--- src/rtl/alu_slice_pkg.sv ---
package alu_slice_pkg;

  typedef logic [3:0] fsel_t;

  // Named function codes
  localparam fsel_t FS_LG_NOT_A = 4'b0000;
  localparam fsel_t FS_LG_XOR   = 4'b0110;
  localparam fsel_t FS_LG_XNOR  = 4'b1001;
  localparam fsel_t FS_LG_AND   = 4'b1011;
  localparam fsel_t FS_LG_OR    = 4'b1110;
  localparam fsel_t FS_LG_A     = 4'b1111;
  localparam fsel_t FS_LG_ZERO  = 4'b0011;
  localparam fsel_t FS_LG_ONES  = 4'b1100;
  localparam fsel_t FS_AR_ADD   = 4'b1001;
  localparam fsel_t FS_AR_SUBM1 = 4'b0110;
  localparam fsel_t FS_AR_DBL   = 4'b1100;
  localparam fsel_t FS_AR_INC   = 4'b0000;
  localparam fsel_t FS_AR_DEC   = 4'b1111;

  // Per-bit operand terms: {x, y}; y is only ever set where x is set.
  function automatic logic [1:0] bit_terms(input logic a, input logic b, input fsel_t sel);
    logic x;
    logic y;
    x = a | (sel[0] & b) | (sel[1] & ~b);
    y = a & ((sel[3] & b) | (sel[2] & ~b));
    return {x, y};
  endfunction

  // Per-bit result: half-sum of the terms, then carry (arith) or inversion (logic).
  function automatic logic out_bit(input logic x, input logic y, input logic c,
                                   input logic logic_sel);
    return (x ^ y) ^ (logic_sel ? 1'b1 : c);
  endfunction

endpackage

--- src/rtl/alu_bit_terms.sv ---
module alu_bit_terms
  import alu_slice_pkg::*;
#(
  parameter int WIDTH = 4
) (
  input  logic [WIDTH-1:0] a_in,
  input  logic [WIDTH-1:0] b_in,
  input  fsel_t            sel,
  output logic [WIDTH-1:0] x_word,
  output logic [WIDTH-1:0] y_word
);

  for (genvar i = 0; i < WIDTH; i++) begin : g_bit
    logic [1:0] t;
    assign t         = bit_terms(a_in[i], b_in[i], sel);
    assign x_word[i] = t[1];
    assign y_word[i] = t[0];
  end

endmodule

--- src/rtl/alu_carry_net.sv ---
module alu_carry_net #(
  parameter int WIDTH = 4
) (
  input  logic [WIDTH-1:0] x_word,
  input  logic [WIDTH-1:0] y_word,
  input  logic             cin,
  output logic [WIDTH-1:0] bit_carry,
  output logic             cout,
  output logic             grp_p,
  output logic             grp_g
);

  logic [WIDTH:0] chain;

  // Ripple chain: carry into each bit
  assign chain[0] = cin;
  for (genvar i = 0; i < WIDTH; i++) begin : g_ripple
    assign chain[i+1] = y_word[i] | (x_word[i] & chain[i]);
  end
  assign bit_carry = chain[WIDTH-1:0];
  assign cout      = chain[WIDTH];

  // Group terms in lookahead sum-of-products form
  always_comb begin
    logic run;
    run   = 1'b1;
    grp_g = 1'b0;
    for (int i = WIDTH - 1; i >= 0; i--) begin
      grp_g = grp_g | (y_word[i] & run);
      run   = run & x_word[i];
    end
    grp_p = run;
  end

  // ripple carry-out agrees with the lookahead group terms
  always_comb begin
    assert_cout_lookahead_R6: assert (cout == (grp_g | (grp_p & cin)))
      else $error("R6 ripple/lookahead carry mismatch");
    assert_gen_forces_carry_R6: assert (!grp_g || cout)
      else $error("R6 generate without carry-out");
  end

endmodule

--- src/rtl/alu_result_stage.sv ---
module alu_result_stage
  import alu_slice_pkg::*;
#(
  parameter int WIDTH = 4
) (
  input  logic [WIDTH-1:0] x_word,
  input  logic [WIDTH-1:0] y_word,
  input  logic [WIDTH-1:0] bit_carry,
  input  logic             logic_sel,
  output logic [WIDTH-1:0] res,
  output logic             res_ones
);

  for (genvar i = 0; i < WIDTH; i++) begin : g_out
    assign res[i] = out_bit(x_word[i], y_word[i], bit_carry[i], logic_sel);
  end

  assign res_ones = &res;

endmodule

--- src/rtl/alu4_slice.sv ---
module alu4_slice
  import alu_slice_pkg::*;
#(
  parameter int WIDTH = 4
) (
  input  logic [WIDTH-1:0] op_a,
  input  logic [WIDTH-1:0] op_b,
  input  logic             carry_in,
  input  logic             logic_mode,
  input  logic [3:0]       func_sel,
  output logic [WIDTH-1:0] result,
  output logic             carry_out,
  output logic             grp_prop,
  output logic             grp_gen,
  output logic             all_ones
);

  localparam int SUM_W = WIDTH + 1;

  logic [WIDTH-1:0] x_word;
  logic [WIDTH-1:0] y_word;
  logic [WIDTH-1:0] bit_carry;

  alu_bit_terms #(.WIDTH(WIDTH)) u_terms (
    .a_in   (op_a),
    .b_in   (op_b),
    .sel    (func_sel),
    .x_word (x_word),
    .y_word (y_word)
  );

  alu_carry_net #(.WIDTH(WIDTH)) u_carry (
    .x_word    (x_word),
    .y_word    (y_word),
    .cin       (carry_in),
    .bit_carry (bit_carry),
    .cout      (carry_out),
    .grp_p     (grp_prop),
    .grp_g     (grp_gen)
  );

  alu_result_stage #(.WIDTH(WIDTH)) u_result (
    .x_word    (x_word),
    .y_word    (y_word),
    .bit_carry (bit_carry),
    .logic_sel (logic_mode),
    .res       (result),
    .res_ones  (all_ones)
  );

  // Port-level checks of named operations
  logic [SUM_W-1:0] add_ref;
  assign add_ref = {1'b0, op_a} + {1'b0, op_b} + SUM_W'(carry_in);

  always_comb begin
    if (!logic_mode && func_sel == FS_AR_ADD)
      assert_add_R5: assert ({carry_out, result} == add_ref)
        else $error("R5 add mismatch");
    if (logic_mode && func_sel == FS_LG_XOR)
      assert_logic_xor_R2: assert (result == (op_a ^ op_b))
        else $error("R2 xor mismatch");
    if (logic_mode && func_sel == FS_LG_A)
      assert_logic_pass_R2: assert (result == op_a)
        else $error("R2 pass mismatch");
    if (!logic_mode && func_sel == FS_AR_SUBM1 && !carry_in)
      assert_equal_flag_R7: assert (all_ones == (op_a == op_b))
        else $error("R7 equality flag mismatch");
  end

endmodule

--- config.mk ---
export PLATFORM = sky130hd
export DESIGN_NAME = alu4_slice
export DESIGN_NICKNAME = d
export VERILOG_FILES = /design/src/rtl/alu_slice_pkg.sv /design/src/rtl/alu_bit_terms.sv /design/src/rtl/alu_carry_net.sv /design/src/rtl/alu_result_stage.sv /design/src/rtl/alu4_slice.sv
export SDC_FILE = /design/constraint.sdc
export NUM_CORES = 1
export LEC_CHECK = 0
export ABC_AREA = 0
export BUFFER_PORTS_ARGS = -buffer_cell sky130_fd_sc_hd__buf_2
export CORE_AREA = 2 2 39 41
export DETAILED_ROUTE_END_ITERATION = 16
export DIE_AREA = 0 0 41 43
export SKIP_LAST_GASP = 1
export SLEW_MARGIN = 10
export SYNTH_ARGS = -nofsm -noshare
export SYNTH_HDL_FRONTEND = slang
export SYNTH_HIERARCHICAL = 1
export SYNTH_SLANG_ARGS = --single-unit
--- constraint.sdc ---
create_clock -name vclk -period 1.9
set_clock_uncertainty 0.2 [all_clocks]
set_input_delay 0.19 -clock vclk [all_inputs]
set_output_delay 0.19 -clock vclk [all_outputs]
set_load 0.02 [all_outputs]
## Yosys cells after proc, flatten, opt, wreduce, memory -nomap -nowiden

Cells that the tools add are included.

| operators by class | value |
|---|---|
| add/sub/neg operators | 0 |
| multipliers | 0 |
| div/mod/pow operators | 0 |
| $lt $le $gt $ge | 0 |
| eq/ne operators | 0 |
| shifts and indexed selects | 0 |
| mux-type cells | 4 |
| bitwise gates (word level) | 61 |
| reduce and logical (&&, ||, !) cells | 1 |

Operator list:

| kind | count |
|---|---|
| $and A1 B1 Y1 | 30 |
| $or A1 B1 Y1 | 19 |
| $xor A1 B1 Y1 | 8 |
| $mux W1 | 4 |
| $not A1 Y1 | 4 |
| $reduce_and A4 Y1 | 1 |

| word-level totals | value |
|---|---|
| flip-flop bits (word level) | 0 |
| latch bits | 0 |
| RAM bits | 0 |
| bits in read-only memories | 0 |
| input bits | 14 |
| output and inout bits | 8 |
| memories | 0 |

## Depth between registers and ports, before layout

Gate-level depths: netlist of run 1.

| logic depth | value |
|---|---|
| depth after elaboration | 12 |
| gate-level depth with buffers | 9 |
| depth with buffers taken out | 9 |

## Hierarchy

Netlist of run 1, hierarchy kept.

Modules (own cells, without submodules):

| module | instances | cells an instance | area an instance (µm²) | sequential area each (µm²) |
|---|---|---|---|---|
| alu_bit_terms | 1 | 16 | 125.1 | 0.0 |
| alu_result_stage | 1 | 13 | 93.8 | 0.0 |
| alu_carry_net | 1 | 11 | 67.6 | 0.0 |

## Least setup slack after synthesis of run 1

OpenSTA, ideal clock, no wires.

| timing path | value |
|---|---|
| path kind | input to output |
| start | in func_sel[1] |
| end | out all_ones |
| arrival time | 1885 ps |
| required time | 1510 ps |
| path slack | -375 ps |
| stages | 9 |
| path through | nor2b_1 > a211o_1 > a21o_1 > a21oi_2 > inv_2 > a21o_1 > nor2_1 > xnor2_1 > and4_1 |

| between the ends | value |
|---|---|
| cells in the longest elaborated chain, start to end | 11 |
| elaborated cells between the ends (all ways) | 26 |
| those cells by class | mux: 3; bitwise: 22; reduce/logical: 1 |

Ends and longest elaborated chain:

| item | RTL line | source |
|---|---|---|
| start, declared | alu4_slice.sv:10 | `input logic [3:0] func_sel,` |
| $and A1 B1 Y1 | alu_slice_pkg.sv:24 | `x = a \| (sel[0] & b) \| (sel[1] & ~b);` |
| $or A1 B1 Y1 | alu_slice_pkg.sv:24 |  |
| via x_word[0] | alu4_slice.sv:20 | `logic [WIDTH-1:0] x_word;` |
| $and A1 B1 Y1 | alu_carry_net.sv:18 | `assign chain[i+1] = y_word[i] \| (x_word[i] & chain[i]);` |
| $or A1 B1 Y1 | alu_carry_net.sv:18 |  |
| via bit_carry[1] | alu4_slice.sv:22 | `logic [WIDTH-1:0] bit_carry;` |
| $and A1 B1 Y1 | alu_carry_net.sv:18 |  |
| $or A1 B1 Y1 | alu_carry_net.sv:18 |  |
| via bit_carry[2] | alu4_slice.sv:22 |  |
| $and A1 B1 Y1 | alu_carry_net.sv:18 |  |
| $or A1 B1 Y1 | alu_carry_net.sv:18 |  |
| via bit_carry[3] | alu4_slice.sv:22 |  |
| $mux W1 | alu_slice_pkg.sv:32 | `return (x ^ y) ^ (logic_sel ? 1'b1 : c);` |
| $xor A1 B1 Y1 | alu_slice_pkg.sv:32 |  |
| via result[3] | alu4_slice.sv:11 | `output logic [WIDTH-1:0] result,` |
| $reduce_and A4 Y1 | alu_result_stage.sv:18 | `assign res_ones = &res;` |
| end, declared | alu4_slice.sv:15 | `output logic all_ones` |

The timed path passes the listed nets, and every way through them passes these cells.

## Worst setup path in the final report of run 1

| timing path | value |
|---|---|
| start | in func_sel[1] |
| end | out all_ones |

| between the ends | value |
|---|---|
| cells in the longest elaborated chain, start to end | 11 |
| elaborated cells between the ends (all ways) | 26 |
| those cells by class | mux: 3; bitwise: 22; reduce/logical: 1 |

Ends and longest elaborated chain:

| item | RTL line |
|---|---|
| $and A1 B1 Y1 | alu_slice_pkg.sv:24 |
| $or A1 B1 Y1 | alu_slice_pkg.sv:24 |
| via x_word[0] | alu4_slice.sv:20 |
| $and A1 B1 Y1 | alu_carry_net.sv:18 |
| $or A1 B1 Y1 | alu_carry_net.sv:18 |
| via bit_carry[1] | alu4_slice.sv:22 |
| $and A1 B1 Y1 | alu_carry_net.sv:18 |
| $or A1 B1 Y1 | alu_carry_net.sv:18 |
| via bit_carry[2] | alu4_slice.sv:22 |
| $and A1 B1 Y1 | alu_carry_net.sv:18 |
| $or A1 B1 Y1 | alu_carry_net.sv:18 |
| via bit_carry[3] | alu4_slice.sv:22 |
| $mux W1 | alu_slice_pkg.sv:32 |
| $xor A1 B1 Y1 | alu_slice_pkg.sv:32 |
| $reduce_and A4 Y1 | alu_result_stage.sv:18 |

The timed path passes the listed nets, and every way through them passes these cells.

==> run metrics, run 1 <==
outcome=finished with violations; failing checks=setup timing; Net Switching=~0.11 mW; final worst path period share=115%; Gate Count Post-Synth=40; FMAX=457 MHz; Critical Path Start Type=input port; WP data arrival=1.80 ns; Layout area overhead=93.0%; post-route insts no fill=slightly above 90; post-synth top area cell=nor2b_1; max layer used=met3; die width=41 µm; critical path cell sequence=buf_6 > nor2b_1 > a211o_1 > a21o_1 > a21oi_2 > inv_2 > a21o_1 > nor2_2 > xnor2_2 > and4_4 > buf_4; setup violators final=3; cell family with most CP delay=compound AO/OA/AOI/OAI gates; Met2 Wirelength=around 440 µm; Total Routing Usage GR=around 10%; pwr dens=~400 mW/mm²; Cells after DPL=between 80 and 90; unrepaired setup endpoints after global routing=yes; critical path data required time=around 1.5 ns; Leakage=between 0.2 and 0.3 nW; Crit path largest cell delay=around 0.23 ns; # rows=14; Mapped Avg Cell Area=slightly above 7 µm²; RePlAce Congestion=~0.69; hold_ws=0.598 ns; Initial DRT Pass Iterations=1; average wire per standard cell=9.57 µm; post-synthesis sequential area ratio=0%; most common cell in the netlist=nor2b_1; worst slew pin tran=0.264 ns; via count=between 400 and 500; seq_cells=0; DP HPWL=between 700 and 800 µm; Initial Util=20.7%; CP max stage cell=a211o_1; metal3 WL=about 48 µm; fillers=roughly 150; clkbuf count=0; die span in y=approximately 43 µm; CP Capture Type=output pin; number of diodes=0; Syn Nets=54; initial antenna violation count=0; ANT nets after route=0; peak fanout along the critical path=2; layout cells sized above 1=between 50% and 60%; Sw Ratio=49.1%; distinct cell type count after synthesis=14; clock share of power=0%; Buffers & Inverters on Critical Path=3; Core ar.=around 0.0014 mm²; met1 wire length=~380 µm; final wirelength=approximately 870 µm; first-pass GRT wire length=approximately 1400 µm; starting DRC count in detailed routing=0; Register Area=0 µm²; min Tclk post-route=around 2.2 ns; Fin. Hold Viols=0; Setup CP Type=in2out; Most Frequent Cell on Critical Path=a21o_1; input/output buffers=22; Via density=4.45; Placement Setup Slack=-0.349 ns; HP Class=in2out; Gate power share=100.0%; Max Cap Viol=0; Slew Viols, Final=0; Mapped Area=between 200 and 300 µm²; largest net degree at the start of global routing=5; vias in the first global route=between 300 and 400; io pins=22; Sequential Power Share=0%; setup slack after layout=-0.290 ns; nets@finish=just over 90; die area=between 0.0015 and 0.002 mm²; yosys synthesis warning count=6; Internal Power=0.111 mW; GR Overflow Total=0; Max transition margin=between 80% and 90%; DRC=0; largest cells by area after synthesis=nor2b_1, mux2i_1, a211o_1; Yosys top cell area share=between 10% and 20%; VDD IR-drop max=0.000187 V
==> power by group through the flow <==
| stage | Clock, mW | Combinational [mW] | Sequential (mW) |
|---|---|---|---|
| floorplan | 0 | 0.116 | 0 |
| global placement | 0 | 0.193 | 0 |
| detailed placement | 0 | 0.195 | 0 |
| CTS | 0 | 0.205 | 0 |
| global route | 0 | 0.235 | 0 |
| finish | 0 | 0.219 | 0 |
==> path summary, 6_finish.rpt <==
path,end,cells after the start,startpoint,slack [ns]
setup / recovery,all_ones,11,func_sel[1],-0.29
hold / removal,result[0],4,carry_in,0.60
==> through the flow <==
stage	setup TNS (ns)	area [µm²]	util, %	total power [mW]
6_report	-0.426	553	40.0	0.219
3_3_place_gp	-0.623	504	36.4	0.193
3_5_place_dp	-0.622	504	36.4	0.195
2_1_floorplan	-0.203	299	-	0.116
4_1_cts	-0.531	531	38.3	0.205
5_1_grt	-0.736	553	40.0	0.235
==> worst min-delay path: cells and delay by family <==
kind          cells  cell delay [ns]
buf+inv           2             0.25
xor+xnor          1             0.13
simple gates      1             0.04
==> kinds of logic after synthesis <==
logic type / Yosys count / share of synthesized area, %
muxes: 4 / 14.0
xor gates and xnor gates: 8 / 24.5
AOI/OAI and AO/OA: 11 / 27.5
buffers and inverters: 2 / 3.93
and+or+nand+nor: 15 / 30.1
==> per-layer routing <==
layer,global-route usage [%],vias to the layer above
met1,15.8,181
li1,-,215
met2,16.6,9
met5,0,-
met4,0,0
met3,0,0
==> cell usage in the layout (no fill, tap or decap) <==
cell type | Yosys | layout
a211o_1 | 4 | 4
a21o_1 | 2 | 2
a21oi_1 | 2 | 2
a21oi_2 | 1 | 1
and4_1 | 2 | 1
and4_4 | 0 | 1
buf_2 | 0 | 17
buf_4 | 1 | 18
buf_6 | 0 | 1
inv_2 | 1 | 1
mux2i_1 | 4 | 4
nand2_1 | 1 | 1
nor2_1 | 4 | 2
nor2_2 | 0 | 2
nor2b_1 | 8 | 8
o21ai_1 | 2 | 2
xnor2_1 | 4 | 2
xnor2_2 | 0 | 2
xor2_1 | 4 | 4
==> final cells by class <==
type | instances | area [µm²] | area share, %
Multi-Input combinational cell | 38 | 298 | 53.8
Tap cell | 16 | 20.0 | 3.62
Inverter | 1 | 3.75 | 0.679
Timing Repair Buffer | 36 | 231 | 41.9
==> timing repair <==
action / in CTS / in global routing
hold endpoints to repair: 0 / 0
gates resized for setup: 3 / 4
pin swaps: 2 / 3
hold buffers: 0 / 0
setup endpoints to repair: 3 / 4
buffers inserted: 2 / 1
Power figures use the tool's default switching activity.
==> run 2, diff against run 1 <==
--- a/config.mk
+++ b/config.mk
@@ -7,7 +7,7 @@
 export LEC_CHECK = 0
-export ABC_AREA = 0
+export ABC_AREA = 1
 export BUFFER_PORTS_ARGS = -buffer_cell sky130_fd_sc_hd__buf_2
-export CORE_AREA = 2 2 39 41
+export CORE_MARGIN = 2
+export CORE_UTILIZATION = 23
 export DETAILED_ROUTE_END_ITERATION = 16
-export DIE_AREA = 0 0 41 43
 export SKIP_LAST_GASP = 1
==> constraint.sdc (replaced) <==
create_clock -name vclk -period 1.9
set_clock_uncertainty 0.2 [all_clocks]
set_input_delay 0.095 -clock vclk [all_inputs]
set_output_delay 0.095 -clock vclk [all_outputs]
set_load 0.02 [all_outputs]
==> run 2 against run 1 <==
The run now ends clean; die area rose by 32%; clock-buffer cell count is the same; non-clock buffer count fell by 13; core utilization fell by 8.5 points; critical path depth rose by 6; synthesized cell count rose to 2.5 times the previous value; area after synthesis up 58%; largest power group unchanged.
==> run metrics, run 2 <==
VDD IR-drop max=0.0000910 V (-51%); Max Cap Viol=0 (unchanged); setup slack after layout=0.212 ns (+0.501 ns); distinct cell type count after synthesis=11 (-3); largest net degree at the start of global routing=8 (+3); RePlAce Congestion=0.743 (+7.2%); Core ar.=0.00190 mm² (+37%); clkbuf count=0 (unchanged); Internal Power=0.0673 mW (-39%); unrepaired setup endpoints after global routing=no; final worst path period share=88.9% (-26 points); number of diodes=0 (unchanged); io pins=22 (unchanged); outcome=finished clean; largest cells by area after synthesis=nand2_1, inv_1, nand2_2; die span in y=48.3 µm (+12%); fillers=234 (+57%); most frequent cells after synthesis=nand2_1, inv_1, nand2_2; Syn Nets=114 (+110%); vias in the first global route=556 (+60%); worst slew pin tran=0.217 ns (-0.0472 ns); Fin. Hold Viols=0 (unchanged); yosys synthesis warning count=6 (unchanged); Setup TNS Final=0 ns (+0.426 ns); Total Routing Usage GR=10.9% (+0.58 points); Slew Viols, Final=0 (unchanged); CP max stage cell=buf_4; pwr dens=317 mW/mm² (-20%); Max transition margin=85.5% (+3.1 points); min Tclk post-route=1.69 ns (-0.501 ns); Sequential Power Share=0% (unchanged); DRC=0 (unchanged); Leakage=0.394 nW (+32%); starting DRC count in detailed routing=5 (+5); Initial Util=23.7% (+3.0 points); layout cells sized above 1=36.1% (-21 points); nets@finish=138 (+52%); post-synthesis sequential area ratio=0% (unchanged); FMAX=592 MHz (+30%); clock share of power=0% (unchanged); via count=605 (+49%); critical path cell sequence=buf_2 > inv_2 > nand2_1 > nand2_1 > nor2_2 > inv_1 > nand2_2 > nand2_2 > nand2_2 > nand2_2 > nand2_2 > nor2_1 > nand3_1 > nand2_2 > nand2_2 > nor2_2 > buf_4; final wirelength=1160 µm (+33%); post-synth top area cell=nand2_1; die area=0.00233 mm² (+32%); DP HPWL=1030 µm (+37%); most common cell in the netlist=nand2_1; critical path data required time=1.60 ns (+0.09 ns); ANT nets after route=0 (unchanged); Crit path largest cell delay=0.14 ns (-0.09 ns); die width=48.3 µm (+18%); peak fanout along the critical path=4 (+2); Mapped Area=452 µm² (+58%); Yosys top cell area share=29.9% (+12 points); Layout area overhead=32.4%; HP Class=in2out; Gate Count Post-Synth=100 (+150%); Gate power share=100.0% (about the same); Sw Ratio=64.5% (+15 points); Critical Path Start Type=input port; hold_buf cts=0 (unchanged); Register Area=0 µm² (unchanged); average wire per standard cell=7.79 µm (-19%); CP Capture Type=output pin; Mapped Avg Cell Area=4.52 µm² (-37%); seq_cells=0 (unchanged); Placement Setup Slack=0.176 ns (+0.524 ns); commonest non-fill, non-tap cell in the layout=nand2_1; WP data arrival=1.39 ns (-0.41 ns); Most Frequent Cell on Critical Path=nand2_2; initial antenna violation count=0 (unchanged); Net Switching=0.122 mW (+14%); Via density=4.06 (-8.8%); Initial DRT Pass Iterations=4 (+3); setup violators final=0 (-3); first-pass GRT wire length=2210 µm (+64%); GR Overflow Total=0 (unchanged); input/output buffers=22 (unchanged); # rows=16 (+2); most frequent cells in the layout=nand2_1, buf_2, inv_1, nand2_2, nor2_1; Setup CP Type=in2out
## run 2: timing repair
action,CTS,global route
setup buffers,0,1
endpoints found under the setup margin,0,1
resized for setup,0,1
## run 2: layout make-up
type	instances	area, µm²	area share [%]
Multi-Input combinational cell	76	358	59.8
Timing Repair Buffer	23	120	20.1
Inverter	23	86.3	14.4
Tap cell	27	33.8	5.65
## run 2: path summary, 6_finish.rpt
kind / from / endpoint / slack (ns) / cells past startpoint
setup / recovery: func_sel[3] / all_ones / 0.21 / 17
hold / removal: carry_in / result[0] / 0.44 / 5
## run 2: kinds of logic after synthesis
family          Yosys count  synth area share (%)
simple gates             70                  72.0
compound gates            6                  7.20
buf+inv                  24                  20.8
## run 2: power by group through the flow
stage / clock, mW / sequential, mW / combinational, mW
after CTS: 0 / 0 / 0.189
after floorplan: 0 / 0 / 0.132
after global routing: 0 / 0 / 0.216
after detailed placement: 0 / 0 / 0.189
final: 0 / 0 / 0.189
after global placement: 0 / 0 / 0.185
## run 2: worst max-delay path, delay by kind of cell
| family | cells | cell delay [ns] |
|---|---|---|
| AND/OR/NAND/NOR | 13 | 0.90 |
| buffers and inverters | 4 | 0.40 |
## run 2: per-stage QoR
stage          hold WS [ns]  area, µm²  instances  power [mW]  util (%)
3_3_place_gp          0.439        588        148       0.185      30.9
4_1_cts               0.436        588        148       0.189      30.9
3_5_place_dp          0.436        588        148       0.189      30.9
2_1_floorplan         0.194        452        100       0.132         -
5_1_grt               0.476        598        149       0.216      31.4
6_report              0.442        598        149       0.189      31.4
## run 2: routing by layer
metal / GRT usage (%) / vias up / part of all wire (%)
met3: 0.309 / 0 / 3.2
li1: - / 340 / -
met4: 0 / 0 / 0
met2: 21.3 / 11 / 52
met1: 14.0 / 254 / 45
met5: 0 / - / 0
